==> config.mk <==
export PLATFORM = sky130hd
export DESIGN_NAME = sdcard_clkgen
export DESIGN_NICKNAME = d
export VERILOG_FILES = /design/src/rtl/sdclk_pkg.sv /design/src/rtl/sdcard_clkgen_ctrl.sv /design/src/rtl/sdcard_clkgen_dp.sv /design/src/rtl/sdcard_clkgen.sv
export SDC_FILE = /design/constraint.sdc
export NUM_CORES = 1
export LEC_CHECK = 0
export BUFFER_PORTS_ARGS = -buffer_cell sky130_fd_sc_hd__buf_2
export CORE_MARGIN = 4
export CORE_UTILIZATION = 49
export DETAILED_ROUTE_END_ITERATION = 10
export PLACE_DENSITY = 0.78
export SYNTH_ARGS = -nofsm -noshare
export SYNTH_HDL_FRONTEND = slang
export SYNTH_SLANG_ARGS = --single-unit
==> constraint.sdc <==
create_clock -name clk -period 7.4 [get_ports clk]
set_clock_uncertainty 0.2 [all_clocks]
set_input_delay 0 -clock clk [delete_from_list [all_inputs] [get_ports clk]]
set_output_delay 0 -clock clk [all_outputs]
set_load 0.005 [all_outputs]
==> src/rtl/sdclk_pkg.sv <==
package sdclk_pkg;

  // Strobes from the update controller to the clock datapath
  typedef struct packed {
    logic apply;   // load shadow settings and restart the dividers
  } clkCtrlStrobe_t;

endpackage

==> src/rtl/sdcard_clkgen_ctrl.sv <==
module sdcard_clkgen_ctrl
  import sdclk_pkg::*;
(
  input  logic           clk,
  input  logic           rst_n,
  input  logic           cmdStart,
  input  logic           safePoint,
  output clkCtrlStrobe_t strobe,
  output logic           cmdBusy,
  output logic           lockErr
);

  logic busyQ;
  logic lockQ;

  always_comb begin
    strobe       = '0;
    strobe.apply = busyQ & safePoint;
  end

  always_ff @(posedge clk or negedge rst_n) begin
    if (!rst_n) begin
      busyQ <= 1'b0;
      lockQ <= 1'b0;
    end else begin
      // a request seen while pending is refused and dropped
      lockQ <= cmdStart & busyQ;
      if (busyQ) busyQ <= ~strobe.apply;
      else       busyQ <= cmdStart;
    end
  end

  assign cmdBusy = busyQ;
  assign lockErr = lockQ;

endmodule

==> src/rtl/sdcard_clkgen_dp.sv <==
module sdcard_clkgen_dp
  import sdclk_pkg::*;
#(
  parameter int NUM_SLOTS = 2,
  parameter int P_W       = 4,
  parameter int M_W       = 8,
  parameter int PH_W      = 3,
  parameter int SRC_W     = 1
) (
  input  logic                       clk,
  input  logic                       rst_n,
  input  clkCtrlStrobe_t             strobe,
  input  logic [P_W-1:0]             cfgDivP,
  input  logic [P_W-1:0]             cfgHighH,
  input  logic [PH_W-1:0]            cfgPhaseOut,
  input  logic [PH_W-1:0]            cfgPhaseIn,
  input  logic [NUM_SLOTS*M_W-1:0]   cfgSlotDiv,
  input  logic [NUM_SLOTS*SRC_W-1:0] cfgSlotSrc,
  input  logic [NUM_SLOTS-1:0]       cfgSlotEn,
  input  logic [NUM_SLOTS-1:0]       cfgSlotLowPwr,
  input  logic [NUM_SLOTS-1:0]       slotIdle,
  output logic                       safePoint,
  output logic [NUM_SLOTS-1:0]       cardClk,
  output logic                       doutClk,
  output logic                       dinClk
);

  localparam int IW = P_W + 2;   // wide enough for count + period
  localparam int PW = IW + PH_W; // phase product width

  // active (loaded) settings
  logic [P_W-1:0]   pAct, hAct, cnt;
  logic [PH_W-1:0]  phOutAct, phInAct;
  logic [M_W-1:0]   mAct   [NUM_SLOTS];
  logic [SRC_W-1:0] srcAct [NUM_SLOTS];
  logic [NUM_SLOTS-1:0] enAct, lpAct;

  logic tick, s1Clk;
  logic [NUM_SLOTS-1:0] divClk, srcClk, gateQ;

  function automatic logic phaseLevel(input logic [PH_W-1:0] code,
                                      input logic [P_W-1:0]  cntV,
                                      input logic [P_W-1:0]  pV,
                                      input logic [P_W-1:0]  hV);
    logic [IW-1:0] period;
    logic [IW-1:0] off;
    logic [IW-1:0] idx;
    logic [PW-1:0] prod;
    period = IW'(pV) + IW'(1);
    prod   = PW'(code) * PW'(period);
    off    = IW'(prod >> PH_W);
    idx    = IW'(cntV) + period - off;
    if (idx >= period) idx = idx - period;
    return idx <= IW'(hV);
  endfunction

  // first stage: period pAct+1, high for hAct+1 cycles
  assign tick  = (cnt == pAct);
  assign s1Clk = (cnt <= hAct);

  always_ff @(posedge clk or negedge rst_n) begin
    if (!rst_n) begin
      pAct     <= P_W'(1);
      hAct     <= '0;
      phOutAct <= '0;
      phInAct  <= '0;
      enAct    <= '0;
      lpAct    <= '0;
      cnt      <= '0;
      for (int i = 0; i < NUM_SLOTS; i++) begin
        mAct[i]   <= '0;
        srcAct[i] <= SRC_W'(i);
      end
    end else if (strobe.apply) begin
      pAct     <= cfgDivP;
      hAct     <= cfgHighH;
      phOutAct <= cfgPhaseOut;
      phInAct  <= cfgPhaseIn;
      enAct    <= cfgSlotEn;
      lpAct    <= cfgSlotLowPwr;
      cnt      <= '0;
      for (int i = 0; i < NUM_SLOTS; i++) begin
        mAct[i]   <= cfgSlotDiv[i*M_W +: M_W];
        srcAct[i] <= cfgSlotSrc[i*SRC_W +: SRC_W];
      end
    end else begin
      cnt <= tick ? '0 : cnt + P_W'(1);
    end
  end

  // second stage and gating, one per slot
  for (genvar g = 0; g < NUM_SLOTS; g++) begin : g_slot
    logic [M_W-1:0] c2;
    logic           dv;

    always_ff @(posedge clk or negedge rst_n) begin
      if (!rst_n) begin
        c2 <= '0;
        dv <= 1'b0;
      end else if (strobe.apply) begin
        c2 <= '0;
        dv <= 1'b0;
      end else if (tick && (mAct[g] != '0)) begin
        if (c2 == mAct[g] - M_W'(1)) begin
          c2 <= '0;
          dv <= ~dv;
        end else begin
          c2 <= c2 + M_W'(1);
        end
      end
    end

    assign divClk[g] = (mAct[g] == '0) ? s1Clk : dv;
    assign srcClk[g] = divClk[srcAct[g]];

    // gate changes only while the selected source is low
    always_ff @(posedge clk or negedge rst_n) begin
      if (!rst_n) begin
        gateQ[g] <= 1'b0;
      end else if (strobe.apply) begin
        gateQ[g] <= cfgSlotEn[g] & ~(cfgSlotLowPwr[g] & slotIdle[g]);
      end else if (!srcClk[g]) begin
        gateQ[g] <= enAct[g] & ~(lpAct[g] & slotIdle[g]);
      end
    end

    assign cardClk[g] = gateQ[g] & srcClk[g];
  end

  assign safePoint = tick & ~s1Clk & (cardClk == '0);

  always_comb begin
    doutClk = phaseLevel(phOutAct, cnt, pAct, hAct);
    dinClk  = phaseLevel(phInAct,  cnt, pAct, hAct);
  end

endmodule

==> src/rtl/sdcard_clkgen.sv <==
module sdcard_clkgen
  import sdclk_pkg::*;
#(
  parameter  int NUM_SLOTS = 2,
  parameter  int P_W       = 4,
  parameter  int M_W       = 8,
  parameter  int PH_W      = 3,
  localparam int SRC_W     = (NUM_SLOTS > 1) ? $clog2(NUM_SLOTS) : 1
) (
  input  logic                       clk,
  input  logic                       rst_n,
  input  logic                       cmdStart,
  input  logic [P_W-1:0]             cfgDivP,
  input  logic [P_W-1:0]             cfgHighH,
  input  logic [PH_W-1:0]            cfgPhaseOut,
  input  logic [PH_W-1:0]            cfgPhaseIn,
  input  logic [NUM_SLOTS*M_W-1:0]   cfgSlotDiv,
  input  logic [NUM_SLOTS*SRC_W-1:0] cfgSlotSrc,
  input  logic [NUM_SLOTS-1:0]       cfgSlotEn,
  input  logic [NUM_SLOTS-1:0]       cfgSlotLowPwr,
  input  logic [NUM_SLOTS-1:0]       slotIdle,
  output logic                       cmdBusy,
  output logic                       lockErr,
  output logic [NUM_SLOTS-1:0]       cardClk,
  output logic                       doutClk,
  output logic                       dinClk
);

  clkCtrlStrobe_t strobe;
  logic           safePoint;

  sdcard_clkgen_ctrl ctrl_i (
    .clk       (clk),
    .rst_n     (rst_n),
    .cmdStart  (cmdStart),
    .safePoint (safePoint),
    .strobe    (strobe),
    .cmdBusy   (cmdBusy),
    .lockErr   (lockErr)
  );

  sdcard_clkgen_dp #(
    .NUM_SLOTS (NUM_SLOTS),
    .P_W       (P_W),
    .M_W       (M_W),
    .PH_W      (PH_W),
    .SRC_W     (SRC_W)
  ) dp_i (
    .clk           (clk),
    .rst_n         (rst_n),
    .strobe        (strobe),
    .cfgDivP       (cfgDivP),
    .cfgHighH      (cfgHighH),
    .cfgPhaseOut   (cfgPhaseOut),
    .cfgPhaseIn    (cfgPhaseIn),
    .cfgSlotDiv    (cfgSlotDiv),
    .cfgSlotSrc    (cfgSlotSrc),
    .cfgSlotEn     (cfgSlotEn),
    .cfgSlotLowPwr (cfgSlotLowPwr),
    .slotIdle      (slotIdle),
    .safePoint     (safePoint),
    .cardClk       (cardClk),
    .doutClk       (doutClk),
    .dinClk        (dinClk)
  );

endmodule

==> flow_summary.json, run 1 <==
{
  "worstPathArrival_ns": 6.70,
  "crit_path_start": "dp_i.pAct[0]$_DFFE_PN1P_",
  "power_density_nw_per_um2": 116,
  "critPathTopFamily": "adder cells",
  "grt_pass1_wl_um": 20300,
  "ys_types": 73,
  "async_flop_share": 1.00,
  "status": "finished, final reports clean",
  "viasPerCell": 5.52,
  "crit_end": "dinClk",
  "path_buf_inv": 3,
  "cts_root_buf": "clkbuf_8",
  "firstDrtPassIters": 4,
  "worst_pin_slew_ns": 0.794,
  "wl_um": 11500,
  "post_drt_wl_per_cell_um": 14.7,
  "antenna_left": 0,
  "slowest_stage": "dfstp_2",
  "netlist_instances": 551,
  "dr.first_iter.drc_count": 175,
  "rsz0062_at_grt": "no",
  "synth_top_cell_area_share": 0.288,
  "gp_congestion": 0.931,
  "grt_overflow": 0,
  "crit_fanout": 8,
  "dpl.hpwl_um": 8550,
  "clk_path_buf_depth": 2,
  "grt_max_degree": 63,
  "synth_edf_count": 0,
  "yosysSeqAreaShare": 0.298,
  "area_growth_pct": 19.5,
  "regToRegStartpoint": "dp_i.cnt[1]$_DFF_PN0_",
  "avgSynthCellArea_um2": 9.47,
  "die_w_um": 111,
  "clkLatencyLatePin_ns": 0.35,
  "synth_top_area_cell": "dfrtp_1",
  "drc": 0,
  "io_buffers": 46,
  "max_freq_mhz": 145,
  "cp-end-kind": "output pin",
  "peakVddDrop_mv": 0.146,
  "grt_usage": 0.194,
  "fin_nets": 750,
  "synth.most_common_cell": "dfrtp_1",
  "hp-class": "in2async",
  "rrSetupSlack_ns": 2.54,
  "yosys_warnings": 0,
  "num_vias": 4340,
  "finalCriticalPeriod_ns": 6.90,
  "timing.hold.ws_ns": 0.160,
  "ys_top_cells_by_count": "60 x dfrtp_1, 52 x ha_1, 46 x nand2_1",
  "core_um2": 10400,
  "slew_headroom": 0.471,
  "cp-start-kind": "flop",
  "synth_ff_type": "dfrtp_1",
  "syn_nets": 657,
  "synth_area_leaders": "dfrtp_1 29%, ha_1 12%, mux2_2 6.5%",
  "die_area_um2": 12400,
  "setup_viol_count_final": 0,
  "p_leak_nw": 3.09,
  "crit_cells": 27,
  "worstSetupPathType": "reg2out",
  "clkTransAtPathRegs_ns": 0.07,
  "rows": 37,
  "r2r_cells": 12,
  "cts_tree": "built",
  "finalCritPeriodShare": 0.932,
  "max_stage_delay_ns": 0.58,
  "finalHoldViolCount": 0,
  "start_util": 0.503,
  "crit_required_ns": 7.20,
  "drive_gt1_frac": 0.179,
  "reg2reg_to": "dp_i.gateQ[0]$_DFFE_PN0P_",
  "fp.dieH_um": 111,
  "fin_tns_setup_ns": 0,
  "yosys_register_bits": 62,
  "slew_violations": 0,
  "grt_pass1_vias": 4476,
  "ios": 47,
  "htree_num_levels": 3,
  "cts.sinks": 62,
  "synth_area_um2": 5220,
  "cts_buffers": 9,
  "maxCapViolCount": 0,
  "crit_path_frequent_cell": "ha_1",
  "antenna_found_initial": 1
}
==> what timing repair did <==
action	CTS	global route
buffers inserted	0	0
gates resized for setup	0	1
endpoints found under the hold margin	100	0
hold buffers	42	0
setup endpoints to repair	0	2
==> worst min path at each step <==
stage	endpoint	depth (start not counted)	from	slack, ns
after floorplan	ctrl_i.cmdBusy$_DFF_PN0_	0	rst_n	-0.50
after global placement	dp_i.gateQ[1]$_DFFE_PN0P_	2	slotIdle[1]	-0.02
after detailed placement	dp_i.gateQ[1]$_DFFE_PN0P_	2	slotIdle[1]	-0.001
after CTS	dp_i.mAct[8]$_DFFE_PN0P_	4	cfgSlotDiv[0]	0.17
after global routing	dp_i.hAct[1]$_DFFE_PN0P_	4	cfgHighH[1]	0.23
final	dp_i.lpAct[1]$_DFFE_PN0P_	3	rst_n	0.16
==> state kept, by name, indices dropped and copies added (netlist names), 2 cells and up <==
register / count
dp_i.enAct: 2
dp_i.phInAct: 3
dp_i.gateQ: 2
dp_i.cnt: 4
dp_i.mAct: 16
dp_i.phOutAct: 3
dp_i.hAct: 4
dp_i.pAct: 4
dp_i.g_slot.dv: 2
dp_i.g_slot.c2: 16
dp_i.srcAct: 2
dp_i.lpAct: 2
==> worst reg2reg max path: stages (launching register included) <==
cell and delay, ns:
dfrtp_1 0.46, ha_1 0.33, nor2b_1 0.13, o211ai_1 0.12
a21boi_0 0.42, a21oi_1 0.18, o21ai_2 0.38, inv_1 0.18
nor3_4 0.66, buf_4 0.52, mux2_2 0.42, a32oi_1 0.21
dlygate4sd3_1 0.59
==> metrics by stage <==
stage | cell area, µm² | std cells | power [mW] | utilization | setup slack (ns)
6_report | 6240 | 786 | 0.724 | 0.602 | 0.504
4_1_cts | 6230 | 785 | 0.730 | 0.601 | 0.461
3_3_place_gp | 5570 | 727 | 0.364 | 0.538 | 1.16
5_1_grt | 6240 | 786 | 0.746 | 0.602 | 0.0107
2_1_floorplan | 5220 | 551 | 0.346 | - | 1.30
3_5_place_dp | 5570 | 727 | 0.364 | 0.538 | 0.870
==> kinds of logic after synthesis <==
group | count (synthesis) | share of synthesized area
compound gates | 122 | 0.154
xor+xnor | 44 | 0.0738
fa+ha+maj | 65 | 0.175
buf+inv | 51 | 0.0444
flops | 62 | 0.298
mux | 33 | 0.0707
simple gates | 174 | 0.185
==> metal layers <==
metal	GRT usage	up-vias	share of wire
met5	0	-	0
met4	0.0681	0	0.020
met3	0.0382	24	0.040
met2	0.328	84	0.50
met1	0.248	2089	0.44
li1	-	2143	-
==> report_power, final <==
group	switching (mW)	total (mW)	internal (mW)
combinational	0.0128	0.0346	0.0219
clock	0.133	0.350	0.217
sequential	0.0000493	0.339	0.339
==> placed cells by master (no fill, tap or decap), types with 3 or more instances in the layout <==
cell type      instances
nand4_1                3
xor2_1                16
xnor2_1               27
dfrtp_1               60
buf_2                 46
buf_4                  3
ha_1                  52
nor3_1                 9
a41oi_1                3
a21oi_1               36
mux2_2                30
nand2_1               46
or3_1                  4
nor2b_1               14
nor4_1                 3
nand3_1               15
a31oi_1                7
and3_1                 6
fa_1                  13
dlygate4sd3_1         42
a21boi_0               3
a21o_1                13
inv_1                 42
clkbuf_8              12
o21ai_0               29
nand2b_1              12
o21a_1                 4
and2_1                15
nor2_1                23
a211o_1                3
nor3b_1                3
==> final cells by class <==
class                           instances  area, µm²
Sequential cell                        62       1550
Inverter                               42        158
Clock inverter                          3       65.1
Fill cell                             871       4130
Timing Repair Buffer                   91        673
Multi-Input combinational cell        438       3450
Antenna cell                            1       2.50
Clock buffer                           13        169
Tap cell                              136        170
(Power assumes the default switching activity.)
==> run 2: changes to the inputs <==
REMOVE_ABC_BUFFERS = 1   (was unset)
clock period = 7.5 ns   (was 7.4 ns; I/O delays follow)
==> run 2 against run 1 <==
  * Via count up 0.35%
  * Non-clock buffer count up 1
  * Setup slack better by 0.18 ns
  * Combinational power down 2%
  * Design area down 0.88%
  * Routed wire length up 1.1%
  * Flip-flop and latch count unchanged
  * Worst hold slack worse by 0.017 ns
  * Power down 11%
  * Count of clock-buffer cells in the layout down 2
  * Register-to-register slack better by 0.09 ns
  * Critical path type unchanged
  * Largest cell class unchanged
==> flow_summary.json, run 2 (synthesis results as in run 1) <==
{
  "finalCritPeriodShare": 0.909,
  "max_freq_mhz": 147,
  "grt_max_degree": 63,
  "fin_util": 0.596,
  "grt_usage": 0.199,
  "cts_root_buf": "clkbuf_8",
  "gp_congestion": 0.876,
  "ios": 47,
  "clkLatencyLatePin_ns": 0.33,
  "drt-met1-wl_um": 4920,
  "htree_num_levels": 3,
  "worstSetupPathType": "reg2out",
  "fin_tns_setup_ns": 0,
  "post_drt_wl_per_cell_um": 14.8,
  "start_util": 0.503,
  "cts_setup_buffers": 0,
  "routed.top_layer": "met4",
  "drive_gt1_frac": 0.177,
  "peakVddDrop_mv": 0.184,
  "hp-class": "in2async",
  "cp-start-kind": "flop",
  "antenna_left": 0,
  "p_leak_nw": 3.07,
  "critPathTopFamily": "adder cells",
  "dr.first_iter.drc_count": 168,
  "cts.sinks": 62,
  "viasPerCell": 5.54,
  "rrSetupSlack_ns": 2.63,
  "rsz0062_at_grt": "no",
  "die_area_um2": 12400,
  "finalHoldViolCount": 0,
  "grt_overflow": 0,
  "grt_pass1_wl_um": 20800,
  "dp_cells": 728,
  "clk_path_buf_depth": 2,
  "final_cell_mix": "60 x dfrtp_1, 52 x ha_1, 46 x nand2_1, 46 x buf_2",
  "path_buf_inv": 2,
  "cp-end-kind": "output pin",
  "area_growth_pct": 18.5,
  "wl_um": 11700,
  "reg2reg_to": "dp_i.gateQ[1]$_DFFE_PN0P_",
  "met3_length_um": 324,
  "io_buffers": 46,
  "r2r_cells": 12,
  "antenna_found_initial": 0,
  "worst_pin_slew_ns": 0.998,
  "firstDrtPassIters": 4,
  "crit_path_frequent_cell": "ha_1",
  "clkTransAtPathRegs_ns": 0.07,
  "maxCapViolCount": 0,
  "slowest_stage": "dfstp_2",
  "wl_met2_um": 6170,
  "rows": 37,
  "fp.dieH_um": 111,
  "final_cells": 786,
  "dpl.hpwl_um": 8650,
  "crit_required_ns": 7.30,
  "fin_nets": 751,
  "setup_viol_count_final": 0,
  "drc": 0,
  "power_density_nw_per_um2": 105,
  "num_vias": 4355,
  "core_um2": 10400,
  "slew_headroom": 0.332,
  "final_common_cell": "dfrtp_1",
  "cts_tree": "built",
  "top_regs": "dp_i.g_slot.c2 x16, dp_i.mAct x16",
  "regToRegStartpoint": "dp_i.cnt[1]$_DFF_PN0_",
  "finalCriticalPeriod_ns": 6.82,
  "total_power_mw": 0.647,
  "grt_pass1_vias": 4727,
  "n_antenna_cell": 0,
  "cts_buffers": 9,
  "max_stage_delay_ns": 0.57,
  "crit_fanout": 8,
  "slew_violations": 0,
  "die_w_um": 111,
  "worstPathArrival_ns": 6.62,
  "status": "finished, final reports clean"
}
-- run 2: per-layer routing --
layer / global-route usage / vias up
met5: 0 / -
met4: 0.0795 / 0
met3: 0.0338 / 29
met2: 0.368 / 72
met1: 0.227 / 2101
li1: - / 2153
-- run 2: worst max-delay path by stage --
stage               depth (start not counted)     end                      from
floorplan                                  25  dinClk  dp_i.pAct[0]$_DFFE_PN1P_
global placement                           26  dinClk  dp_i.pAct[0]$_DFFE_PN1P_
detailed placement                         26  dinClk  dp_i.pAct[0]$_DFFE_PN1P_
CTS                                        26  dinClk  dp_i.pAct[0]$_DFFE_PN1P_
global route                               26  dinClk  dp_i.pAct[0]$_DFFE_PN1P_
finish                                     26  dinClk  dp_i.pAct[0]$_DFFE_PN1P_
-- run 2: cell type report --
cell class              instances  area (µm²)
multi-input cells             438        3440
flip-flops and latches         62        1550
clock buffers                  11         131
clock inverters                 5        50.0
well taps                     136         170
fillers                       869        4190
inverters                      42         158
repair buffers                 92         681
-- run 2: worst min-delay path, cell delays in order --
cell and delay [ns]:
dlygate4sd3_1 0.52, buf_2 0.09, buf_4 0.58
-- run 2: through the flow --
stage,area (µm²),hold slack [ns],setup slack (ns)
floorplan,5140,-0.496,1.40
global placement,5580,-0.0125,1.35
detailed placement,5580,-0.00725,1.03
CTS,6180,0.181,0.665
global route,6180,0.239,0.112
finish,6180,0.144,0.681
-- run 2: power by group --
| part | internal (mW) | switching [mW] | total, mW |
|---|---|---|---|
| Combinational | 0.0216 | 0.0124 | 0.0339 |
| Clock | 0.151 | 0.127 | 0.278 |
| Sequential | 0.335 | 0.0000750 | 0.335 |
| Total | 0.508 | 0.139 | 0.647 |
-- run 2: repair_timing --
| action | CTS | global route |
|---|---|---|
| endpoints found under the hold margin | 100 | 0 |
| hold buffers | 42 | 0 |
| resized for setup | 0 | 0 |
| setup endpoints to repair | 0 | 0 |
==> run 3: changes to the inputs <==
CELL_PAD_IN_SITES_DETAIL_PLACEMENT = 0   (was unset)
CELL_PAD_IN_SITES_GLOBAL_PLACEMENT = 1   (was unset)
CORE_UTILIZATION = 47   (was 49)
PLACE_DENSITY = 0.91   (was 0.78)
REMOVE_ABC_BUFFERS = unset   (was 1)
==> run 3 against run 2 <==
  * Critical path depth unchanged
  * Final cell count is 0.38% higher
  * Combinational power is essentially flat
  * Clock power grew 9.4%
  * Die area grew 4.0%
==> flow_summary.json, run 3 (synthesis results as in run 1) <==
{
  "status": "finished, final reports clean",
  "combPwrFrac": 0.051,
  "top_regs": "dp_i.g_slot.c2 x16, dp_i.mAct x16",
  "fin_tns_setup_ns": 0,
  "htree_num_levels": 3,
  "area_growth_pct": 19.0,
  "worst_pin_slew_ns": 0.965,
  "cts_setup_buffers": 0,
  "post_drt_wl_per_cell_um": 14.3,
  "final.setup.worst_slack_ns": 0.767,
  "clkLatencyLatePin_ns": 0.34,
  "final_common_cell": "dfrtp_1",
  "drive_gt1_frac": 0.179,
  "antenna_left": 0,
  "rsz0062_at_grt": "no",
  "start_util": 0.481,
  "dpl.hpwl_um": 8240,
  "grt_max_degree": 63,
  "firstDrtPassIters": 4,
  "grt_usage": 0.185,
  "viasPerCell": 5.38,
  "cp-end-kind": "output pin",
  "max_freq_mhz": 149,
  "seq_power_share": 0.497,
  "gp_congestion": 0.845,
  "reg2reg_to": "dp_i.gateQ[1]$_DFFE_PN0P_",
  "num_vias": 4248,
  "finalCritPeriodShare": 0.898,
  "critPathTopFamily": "adder cells",
  "place_ws_ns": 1.15,
  "p_switching_mw": 0.146,
  "antenna_found_initial": 0,
  "clkTransAtPathRegs_ns": 0.07,
  "slew_violations": 0,
  "die_area_um2": 12900,
  "grt_pass1_vias": 4332,
  "cts.sinks": 62,
  "r2r_cells": 12,
  "fp.dieH_um": 113,
  "crit_end": "dinClk",
  "regToRegStartpoint": "dp_i.cnt[1]$_DFF_PN0_",
  "clkPwrFrac": 0.452,
  "timing.hold.ws_ns": 0.156,
  "fin_util": 0.573,
  "finalCriticalPeriod_ns": 6.73,
  "path_buf_inv": 2,
  "worstPathArrival_ns": 6.53,
  "fin_nets": 750,
  "rrSetupSlack_ns": 2.59,
  "hp-class": "in2async",
  "cts_root_buf": "clkbuf_8",
  "rows": 38,
  "clk_path_buf_depth": 2,
  "crit_fanout": 8,
  "die_w_um": 113,
  "wl_um": 11300,
  "grt_overflow": 0,
  "slowest_stage": "dfstp_2",
  "cp-start-kind": "flop",
  "p_int_mw": 0.527,
  "p_sw_frac": 0.217,
  "maxCapViolCount": 0,
  "ios": 47,
  "cts_buffers": 9,
  "cts_tree": "built",
  "max_stage_delay_ns": 0.58,
  "fillers": 956,
  "p_leak_nw": 3.06,
  "slew_headroom": 0.355,
  "power_density_nw_per_um2": 108,
  "peakVddDrop_mv": 0.193,
  "crit_path_start": "dp_i.pAct[0]$_DFFE_PN1P_",
  "worstSetupPathType": "reg2out",
  "n_antenna_cell": 0,
  "crit_path_frequent_cell": "ha_1",
  "io_buffers": 46,
  "core_um2": 10800,
  "crit_required_ns": 7.30,
  "dr.first_iter.drc_count": 133,
  "crit_cells": 26,
  "drc": 0,
  "final_cell_mix": "60 x dfrtp_1, 52 x ha_1, 46 x nand2_1, 46 x buf_2",
  "setup_viol_count_final": 0,
  "grt_pass1_wl_um": 19700,
  "finalHoldViolCount": 0
}
==> run 3: changes by cell type in the layout (fill, tap and decap cells not counted) <==
| cell | delta |
|---|---|
| clkbuf_1 | -2 |
| clkinvlp_4 | +3 |
| clkbuf_8 | +2 |
| buf_4 | -1 |
| clkinv_2 | -3 |
==> run 3: worst min-delay path by stage <==
stage | slack [ns] | cells past startpoint | startpoint | to
after floorplan | -0.50 | 0 | rst_n | ctrl_i.cmdBusy$_DFF_PN0_
after global placement | -0.01 | 2 | slotIdle[1] | dp_i.gateQ[1]$_DFFE_PN0P_
after detailed placement | -0.01 | 2 | slotIdle[1] | dp_i.gateQ[1]$_DFFE_PN0P_
after CTS | 0.18 | 3 | rst_n | dp_i.hAct[3]$_DFFE_PN0P_
after global routing | 0.21 | 3 | rst_n | dp_i.hAct[3]$_DFFE_PN0P_
final | 0.16 | 3 | rst_n | dp_i.hAct[3]$_DFFE_PN0P_
==> run 3: area by class of cell <==
class / count / area [µm²] / share of cell area
multi-input cells: 438 / 3440 / 0.554
inverters: 42 / 158 / 0.0254
clock inverters: 5 / 57.6 / 0.00927
repair buffers: 91 / 673 / 0.108
well taps: 140 / 175 / 0.0282
flip-flops and latches: 62 / 1550 / 0.250
clock buffers: 11 / 151 / 0.0244
==> run 3: metal layers <==
metal  track usage  vias up  wire (µm)
met3        0.0196       12        185
met2         0.340       41       5900
met5             0        -          0
li1              -     2140          -
met1         0.227     2055       5050
met4        0.0585        0        155
==> run 3: power groups by stage <==
stage	Sequential [mW]	Clock, mW	Combinational, mW
final	0.335	0.304	0.0340
after global routing	0.334	0.323	0.0377
after CTS	0.335	0.310	0.0338
after detailed placement	0.341	0	0.0180
after global placement	0.341	0	0.0174
after floorplan	0.341	0	0.000383
==> run 3: tightest hold or removal path: cells and delay by family <==
kind | cells | cell delay, ns
buf+inv | 3 | 1.21
==> run 3: through the flow <==
step,instances,power (mW),cell area (µm²)
after global placement,731,0.358,5580
final,789,0.673,6210
after CTS,789,0.678,6210
after floorplan,551,0.341,5220
after global routing,789,0.695,6210
after detailed placement,731,0.359,5580
==> run 3: what timing repair did <==
item,4_1_cts,5_1_grt
hold buffers,42,0
gates resized for setup,0,0
endpoints found under the hold margin,100,0
